<file path="src/rtl/wtc_pkg.sv">
package wtc_pkg;
    localparam int ADDR_W    = 4;
    localparam int OFF_W     = 1;
    localparam int TAG_W     = ADDR_W - OFF_W;
    localparam int BLK_BYTES = 1 << OFF_W;
    localparam int BYTE_W    = 8;
    // Replacement keeps one pointer bit, so the line count is fixed at two.
    localparam int LINES     = 2;
    localparam int WAY_W     = $clog2(LINES);

    typedef logic [TAG_W-1:0]  tag_t;
    typedef logic [OFF_W-1:0]  off_t;
    typedef logic [BYTE_W-1:0] byte_t;
    typedef logic [WAY_W-1:0]  way_t;
    typedef byte_t [BLK_BYTES-1:0] block_t;

    typedef struct packed {
        logic   valid;
        tag_t   tag;
        block_t data;
    } line_t;

    typedef enum logic [2:0] {
        ST_IDLE,
        ST_FILL,
        ST_STORE,
        ST_DONE
    } state_t;

    function automatic tag_t tag_of(input logic [ADDR_W-1:0] a);
        return a[ADDR_W-1:OFF_W];
    endfunction

    function automatic off_t off_of(input logic [ADDR_W-1:0] a);
        return a[OFF_W-1:0];
    endfunction
endpackage

</file>
<file path="src/rtl/wtc_sat_cnt.sv">
module wtc_sat_cnt #(
    parameter int W = 8
) (
    input  logic         clk,
    input  logic         rst,
    input  logic         inc,
    output logic [W-1:0] count
);
    always_ff @(posedge clk) begin
        if (rst)
            count <= '0;
        else if (inc && count != '1)
            count <= count + 1'b1;
    end

    // a counter that is already full stays full.
    a_r9_hold_at_max: assert property (@(posedge clk) disable iff (rst)
        (count == '1) |=> (count == '1));

    // an increment below the ceiling adds exactly one.
    a_r9_step: assert property (@(posedge clk) disable iff (rst)
        (inc && count != '1) |=> (count == $past(count) + 1'b1));
endmodule

</file>
<file path="src/rtl/wtc_match.sv">
module wtc_match
    import wtc_pkg::*;
(
    input  line_t [LINES-1:0] lines_i,
    input  tag_t              tag_i,
    input  way_t              lru_i,
    output logic              hit_o,
    output way_t              hit_way_o,
    output way_t              victim_o
);
    logic [LINES-1:0] match;
    logic [LINES-1:0] empty;

    for (genvar g = 0; g < LINES; g++) begin : g_cmp
        assign match[g] = lines_i[g].valid && (lines_i[g].tag == tag_i);
        assign empty[g] = !lines_i[g].valid;
    end

    assign hit_o = |match;

    // Scanning from the top down leaves the lowest matching or empty line selected.
    always_comb begin
        hit_way_o = '0;
        victim_o  = lru_i;
        for (int i = LINES - 1; i >= 0; i--) begin
            if (match[i]) hit_way_o = way_t'(i);
            if (empty[i]) victim_o  = way_t'(i);
        end
    end
endmodule

</file>
<file path="src/rtl/wtc_lines.sv">
module wtc_lines
    import wtc_pkg::*;
(
    input  logic              clk,
    input  logic              rst,
    input  logic              fill_en,
    input  way_t              fill_way,
    input  tag_t              fill_tag,
    input  block_t            fill_block,
    input  logic              wr_en,
    input  way_t              wr_way,
    input  off_t              wr_off,
    input  byte_t             wr_byte,
    output line_t [LINES-1:0] lines_o
);
    line_t q [LINES];

    always_ff @(posedge clk) begin
        for (int i = 0; i < LINES; i++) begin
            if (rst) begin
                q[i] <= '0;
            end else begin
                if (fill_en && fill_way == way_t'(i)) begin
                    q[i].valid <= 1'b1;
                    q[i].tag   <= fill_tag;
                    q[i].data  <= fill_block;
                end
                if (wr_en && wr_way == way_t'(i))
                    q[i].data[wr_off] <= wr_byte;
            end
        end
    end

    for (genvar g = 0; g < LINES; g++) begin : g_out
        assign lines_o[g] = q[g];
    end

    // two valid lines never hold the same block.
    a_r2_unique_tags: assert property (@(posedge clk) disable iff (rst)
        (q[0].valid && q[1].valid) |-> (q[0].tag != q[1].tag));
endmodule

</file>
<file path="src/rtl/wt_fa_cache.sv">
module wt_fa_cache
    import wtc_pkg::*;
#(
    parameter int CNT_W = 8
) (
    input  logic              clk,
    input  logic              rst,
    input  logic              req_valid,
    input  logic              req_we,
    input  logic [ADDR_W-1:0] req_addr,
    input  logic [BYTE_W-1:0] req_wdata,
    output logic              rsp_done,
    output logic [BYTE_W-1:0] rsp_rdata,
    output logic              mem_rd,
    output logic              mem_wr,
    output logic [ADDR_W-1:0] mem_addr,
    output logic [BYTE_W-1:0] mem_wdata,
    input  logic              mem_ack,
    input  logic [BYTE_W-1:0] mem_rdata,
    output logic [CNT_W-1:0]  hit_count,
    output logic [CNT_W-1:0]  miss_count
);
    state_t            state;
    logic [ADDR_W-1:0] cur_addr;
    logic              cur_we;
    byte_t             cur_wdata;
    logic              cur_hit;
    way_t              cur_way;
    way_t              lru;
    off_t              beat;
    block_t            fill_buf;
    block_t            fill_block;

    line_t [LINES-1:0] lines;
    logic              hit;
    way_t              hit_way;
    way_t              victim;

    logic fill_last;
    logic fill_en;
    logic wr_en;

    wtc_match u_match (
        .lines_i   (lines),
        .tag_i     (tag_of(req_addr)),
        .lru_i     (lru),
        .hit_o     (hit),
        .hit_way_o (hit_way),
        .victim_o  (victim)
    );

    assign fill_last = (beat == off_t'(BLK_BYTES - 1));
    assign fill_en   = (state == ST_FILL) && mem_ack && fill_last;
    assign wr_en     = (state == ST_STORE) && mem_ack;

    // The byte arriving now completes the block that is about to be installed.
    always_comb begin
        fill_block       = fill_buf;
        fill_block[beat] = mem_rdata;
    end

    wtc_lines u_lines (
        .clk        (clk),
        .rst        (rst),
        .fill_en    (fill_en),
        .fill_way   (cur_way),
        .fill_tag   (tag_of(cur_addr)),
        .fill_block (fill_block),
        .wr_en      (wr_en),
        .wr_way     (cur_way),
        .wr_off     (off_of(cur_addr)),
        .wr_byte    (cur_wdata),
        .lines_o    (lines)
    );

    always_ff @(posedge clk) begin
        if (rst) begin
            state     <= ST_IDLE;
            cur_addr  <= '0;
            cur_we    <= 1'b0;
            cur_wdata <= '0;
            cur_hit   <= 1'b0;
            cur_way   <= '0;
            lru       <= '0;
            beat      <= '0;
            fill_buf  <= '0;
        end else begin
            unique case (state)
                ST_IDLE: if (req_valid) begin
                    cur_addr  <= req_addr;
                    cur_we    <= req_we;
                    cur_wdata <= req_wdata;
                    cur_hit   <= hit;
                    cur_way   <= hit ? hit_way : victim;
                    beat      <= '0;
                    if (!hit)
                        state <= ST_FILL;
                    else if (req_we)
                        state <= ST_STORE;
                    else
                        state <= ST_DONE;
                end
                ST_FILL: if (mem_ack) begin
                    fill_buf[beat] <= mem_rdata;
                    beat           <= beat + 1'b1;
                    if (fill_last)
                        state <= cur_we ? ST_STORE : ST_DONE;
                end
                ST_STORE: if (mem_ack) state <= ST_DONE;
                ST_DONE: begin
                    // With two lines, the line not used by this access becomes the LRU line.
                    lru   <= cur_way ^ way_t'(1);
                    state <= ST_IDLE;
                end
                default: state <= ST_IDLE;
            endcase
        end
    end

    assign mem_rd    = (state == ST_FILL);
    assign mem_wr    = (state == ST_STORE);
    assign mem_addr  = (state == ST_FILL) ? {tag_of(cur_addr), beat} : cur_addr;
    assign mem_wdata = cur_wdata;
    assign rsp_done  = (state == ST_DONE);
    assign rsp_rdata = lines[cur_way].data[off_of(cur_addr)];

    wtc_sat_cnt #(.W(CNT_W)) u_hits (
        .clk   (clk),
        .rst   (rst),
        .inc   (rsp_done && cur_hit),
        .count (hit_count)
    );

    wtc_sat_cnt #(.W(CNT_W)) u_misses (
        .clk   (clk),
        .rst   (rst),
        .inc   (rsp_done && !cur_hit),
        .count (miss_count)
    );

    // an acknowledged read of a byte that is not the last in the block is followed by a read of the next byte.
    a_r4_fill_sequence: assert property (@(posedge clk) disable iff (rst)
        (mem_rd && mem_ack && mem_addr[OFF_W-1:0] != '1)
        |=> (mem_rd && mem_addr == $past(mem_addr) + ADDR_W'(1)));

    // a pending write keeps its address and data until it is acknowledged.
    a_r5_write_stable: assert property (@(posedge clk) disable iff (rst)
        (mem_wr && !mem_ack) |=> (mem_wr && $stable(mem_addr) && $stable(mem_wdata)));

    // memory writes occur only while a store is in progress.
    a_r10_write_only_for_store: assert property (@(posedge clk) disable iff (rst)
        mem_wr |-> cur_we);

    // a load that hits completes in the next cycle.
    a_r3_hit_load_fast: assert property (@(posedge clk) disable iff (rst)
        (state == ST_IDLE && req_valid && hit && !req_we) |=> (rsp_done && !mem_rd && !mem_wr));

    // the done signal is a single-cycle pulse.
    a_r8_done_pulse: assert property (@(posedge clk) disable iff (rst)
        rsp_done |=> !rsp_done);
endmodule

</file>
<file path="config.mk">
export PLATFORM = sky130hd
export DESIGN_NAME = wt_fa_cache
export DESIGN_NICKNAME = d
export VERILOG_FILES = /design/src/rtl/wtc_pkg.sv /design/src/rtl/wtc_sat_cnt.sv /design/src/rtl/wtc_match.sv /design/src/rtl/wtc_lines.sv /design/src/rtl/wt_fa_cache.sv
export SDC_FILE = /design/constraint.sdc
export NUM_CORES = 1
export LEC_CHECK = 0
export ABC_AREA = 1
export BUFFER_PORTS_ARGS = -buffer_cell sky130_fd_sc_hd__buf_2
export CORE_ASPECT_RATIO = 2
export CORE_MARGIN = 5
export CORE_UTILIZATION = 40
export CTS_CLUSTER_DIAMETER = 60
export CTS_CLUSTER_SIZE = 12
export DETAILED_ROUTE_END_ITERATION = 12
export GPL_TIMING_DRIVEN = 0
export REMOVE_ABC_BUFFERS = 1
export SYNTH_ARGS = -nofsm -noshare
export SYNTH_HDL_FRONTEND = slang
export SYNTH_HIERARCHICAL = 1
export SYNTH_SLANG_ARGS = --single-unit
</file>
<file path="constraint.sdc">
create_clock -name clk -period 3.5 [get_ports clk]
set_clock_uncertainty 0.2 [all_clocks]
set_input_delay 0.35 -clock clk [delete_from_list [all_inputs] [get_ports clk]]
set_output_delay 0.35 -clock clk [all_outputs]
set_load 0.01 [all_outputs]
</file>
# Yosys cells after proc, flatten, opt, wreduce, memory -nomap -nowiden
# Memories as Yosys holds them, arrays and structs flattened.
# Cells that the tools add are included.
# classes
addsub	3
order_cmp	5
n_eq_ne	11
bitwise	39
muxes	78
reduce_logical	23
# op_table
operator	count
2-to-1 mux 16 bit	6
2-to-1 mux 1 bit	56
OR 1 bit	38
2-to-1 mux 8 bit	4
2-to-1 mux 3 bit	6
adder 8 x 1 -> 8 bit, second input constant	2
bitwise mux 16 bit	1
demux 8 bit (select 1 bit)	2
inequality test 8 bit, second input constant	2
logical AND 1 bit	15
one-hot mux 3 bit (3 select lines)	1
== test 3 x 2 -> 1 bit, second input constant	2
== test 3 bit	2
< comparator 1 x 2 -> 1 bit, second input constant	3
inequality test 2 x 1 -> 1 bit, second input constant	3
AND reduction 2 bit	2
AND reduction 4 bit	1
== test 3 x 1 -> 1 bit, second input constant	1
logical NOT 3 bit	1
AND reduction 3 bit	1
greater-or-equal comparator 1 bit, second input constant	2
2-to-1 mux 2 bit	1
inequality test 2 bit, second input constant	1
one-hot mux 1 bit (2 select lines)	1
5 further kinds	5
# totals
out_inout_bits	39
mem_bits_rw	40
ff_bits	52
n_memories	1
in_bits	25
wordCells	172
# mem_list
name	words	word_bits	rd	rd_ports_with_merged_regs	write_ports	line	text
u_lines.q	2	20	2	0	2	wtc_lines.sv:16	line_t q [LINES];

# Depth between registers and ports, before layout
# logic_depth
word_depth	9
ltp_mapped	12

# By module
# Netlist, hierarchy kept.
# modules_own_cells
mod	cells_each	area_per_inst_um2	instances
wtc_lines	228	2047.0	1
wt_fa_cache	276	1919.3	1
wtc_sat_cnt	77	484.2	2
wtc_match	43	165.2	1

# Least setup slack after synthesis
# Ideal clock, no wire load.
# synth_path
path_kind	flip-flop to flip-flop
from	register state[1]
to	memory u_lines/q[1][0] (netlist name), enable pin
path_stages_with_launch	11
path_slack_ns	1.345
path_buffers	2
arrival_ns	1.619
period_less_slack_ns	2.155
setup_ns	0.337
required_time_ns	2.963
path_cell_list	dfxtp_1 > inv_1 > ha_1 > nand2_2 > inv_4 > nand2_4 > buf_6 > inv_1 > nand3_4 > buf_6 > nand3_1
# synth_lines
element	line	text
from (decl)	wt_fa_cache.sv:23	state_t state;
from (signal assigned)	wt_fa_cache.sv:107	state <= cur_we ? ST_STORE : ST_DONE;
to (decl)	wtc_lines.sv:16	

==> impl_metrics.json <==
{
  "tightest_slew_ns": 1.03,
  "yosysSeqAreaShare": 0.434,
  "ys_ff_latch": 91,
  "io_buffers": 63,
  "worstReg2RegEnd": "u_lines/q[1][10]",
  "drc": 0,
  "grt_pass1_wl_microns": 20700,
  "p_leak_nw": 2.61,
  "crit_arrival_ns": 2.78,
  "start_kind": "register",
  "hold-path-endpoint": "mem_wdata[4]",
  "htreeDepth": 3,
  "io-pin-count": 64,
  "status": "completed",
  "initial_core_util": 0.406,
  "power.density_mw_per_mm2": 599,
  "core_region_area_sq_mm": 0.0126,
  "rsz0062_at_grt": "no",
  "holdPathStages": 3,
  "synth_area_sq_mm": 0.00510,
  "area_growth_pct": 12.3,
  "cts-buffers-inserted": 9,
  "r2r_start": "cur_way",
  "p_int_w": 0.00224,
  "seqPwrFrac": 0.412,
  "cts.sinks": 91,
  "wire_per_inst_microns": 14.2,
  "fin_crit_sh": 0.856,
  "cap_viol_max_count": 0,
  "ys_async_sr_fraction": 0,
  "cts_setup_buffers": 0,
  "nets": 779,
  "drtIter0Drc": 218,
  "crit_chain": "nand2_1 -> nor2_4 -> nand2_1 -> nand3_1",
  "combinationalPowerShare": 0.262,
  "power.switching_w": 0.00119,
  "setup_viol": 0,
  "slowest_stage": "dfxtp_1",
  "rrSetupSlack_ns": 0.50,
  "cts_root_buf": "clkbuf_16",
  "crit_path_frequent_cell": "nand2_1",
  "vias": 4590,
  "reg2reg_depth": 4,
  "wl_microns": 12800,
  "ys_warn_count": 6,
  "slowest_delay_ns": 0.91,
  "die_w_microns": 89.8,
  "clockBufferDepth": 2,
  "finalMaxSlewViolations": 0,
  "yosysMostFrequentCell": "nand2_1",
  "die_area_sq_mm": 0.0152,
  "path_clk_slew_ns": 0.07,
  "clkLatencyLatePin_ns": 0.34,
  "worst_ir_drop_vdd_mv": 0.391,
  "rows": 58,
  "grt_pass1_vias": 4402,
  "cts_hold_buf": 0,
  "cts_resized": 0,
  "synth_area_leaders": "edfxtp_1 (23%), dfxtp_1 (20%), nand2_1 (12%)",
  "grt_overflow_total": 0,
  "min_path_type": "in2reg",
  "synth_edf_count": 39,
  "critical_path_required_ns": 3.28,
  "gp_congestion": 0.899,
  "multi_input_area_sq_mm": 0.00231,
  "critPathKind": "reg2reg",
  "slew_headroom": 0.314,
  "crit_path_end_kind": "register",
  "antenna_found_initial": 0,
  "synth.avg_cell_area_sq_um": 7.28,
  "ys.flop_type": "dfxtp_1",
  "critPathBufInv": 0,
  "critical_path_depth": 4,
  "hold_start": "req_wdata[4]",
  "whs_ns": 0.0650,
  "cp_top_family": "simple AND/OR/NAND/NOR gates",
  "clock.fmax_mhz": 334,
  "fillerInstances": 1267,
  "yosys.area.top_type": "edfxtp_1",
  "grt_start_max_net_pins": 33,
  "ant_nets": 0,
  "cp_max_fo": 24,
  "cts_tree": "done",
  "finalHoldViolCount": 0,
  "dr.pass1.iters": 4,
  "fin_setup_tns_ns": 0,
  "routed_via_density": 5.10,
  "place_hpwl_microns": 9760,
  "regArea_sq_mm": 0.00221,
  "synth_top_area_frac": 0.230,
  "p_clk_frac": 0.326,
  "p_sw_frac": 0.347,
  "fp.dieH_microns": 170,
  "diodes": 0,
  "drive_gt1_frac": 0.160,
  "period_needed_ns": 3.00,
  "synthTopCellsByCount": "nand2_1 (158), nor2_1 (117), inv_1 (82), o21ai_0 (63), dfxtp_1 (52)",
  "groute.usage.overall": 0.167,
  "synth_cells": 701,
  "synth.distinct_cells": 33
}
[sequential cells by signal (all words and copies together) (netlist names)]
signal	count
cur_hit	1
cur_way	1
fill_buf	16
beat	1
lru	1
u_lines/q	40
cur_addr	4
mem_wdata	8
state	2
u_hits/count	8
cur_we	1
u_misses/count	8
[cell families (layout without fill, tap and decap cells)]
group | Yosys count | count (layout) | share of synthesized area
buffers and inverters | 124 | 173 | 0.114
adders and majority gates | 9 | 9 | 0.0221
and+or+nand+nor | 362 | 362 | 0.312
DFF | 91 | 91 | 0.434
AOI/OAI and AO/OA | 115 | 115 | 0.118
[tightest hold or removal path, delay by kind of cell]
kind	cells	cell delay, ns
AO/OA/AOI/OAI	1	0.07
buffers and inverters	1	0.07
AND/OR/NAND/NOR	1	0.08
[per-stage QoR]
stage	power [W]	std cells	cell area, sq um	utilization	setup WS [ns]
2_1_floorplan	0.00200	671	4880	-	1.32
3_3_place_gp	0.00232	884	5380	0.428	0.524
3_5_place_dp	0.00234	884	5380	0.428	0.506
4_1_cts	0.00346	900	5730	0.456	0.468
5_1_grt	0.00366	900	5730	0.456	0.362
6_report	0.00343	900	5730	0.456	0.503
[per-layer routing]
layer | track usage | wire length [microns]
met4 | 0.0842 | 473
met3 | 0.0319 | 652
met1 | 0.159 | 4540
met5 | 0 | 0
met2 | 0.329 | 7090
[layout make-up]
type,count,area share
Sequential cell,91,0.386
Multi-Input combinational cell,486,0.403
Clock buffer,9,0.0393
Inverter,94,0.0625
Timing Repair Buffer,63,0.0551
Tap cell,150,0.0328
Clock inverter,7,0.0214
[power groups by stage]
stage,Clock (W),Sequential [W],Combinational (W)
floorplan,0,0.00140,0.000602
CTS,0.00114,0.00142,0.000908
finish,0.00112,0.00141,0.000899
global route,0.00119,0.00144,0.00103
detailed placement,0,0.00144,0.000904
global placement,0,0.00143,0.000886
[worst max-delay path by stage]
stage,from,endpoint,slack (ns)
floorplan,state[1],u_lines/q[1][0],1.32
global placement,cur_way,u_lines/q[1][12],0.52
detailed placement,cur_way,u_lines/q[1][14],0.51
CTS,cur_way,u_lines/q[1][11],0.47
global route,cur_way,u_lines/q[1][11],0.36
finish,cur_way,u_lines/q[1][10],0.50
[cells in the final DEF, fill, tap and decap left out, types with 3 or more instances in the layout]
cell type,instances
nor2_2,5
nor2_1,117
edfxtp_1,39
o22ai_1,8
bufinv_16,3
nand2_1,158
dfxtp_1,52
o21ai_0,63
inv_2,10
ha_1,9
or2_0,5
buf_2,63
nand2_2,6
nand4_1,16
nand3_1,38
a21oi_1,37
inv_1,82
nand3_2,7
clkbuf_16,9
Power figures use the tool's default switching activity.
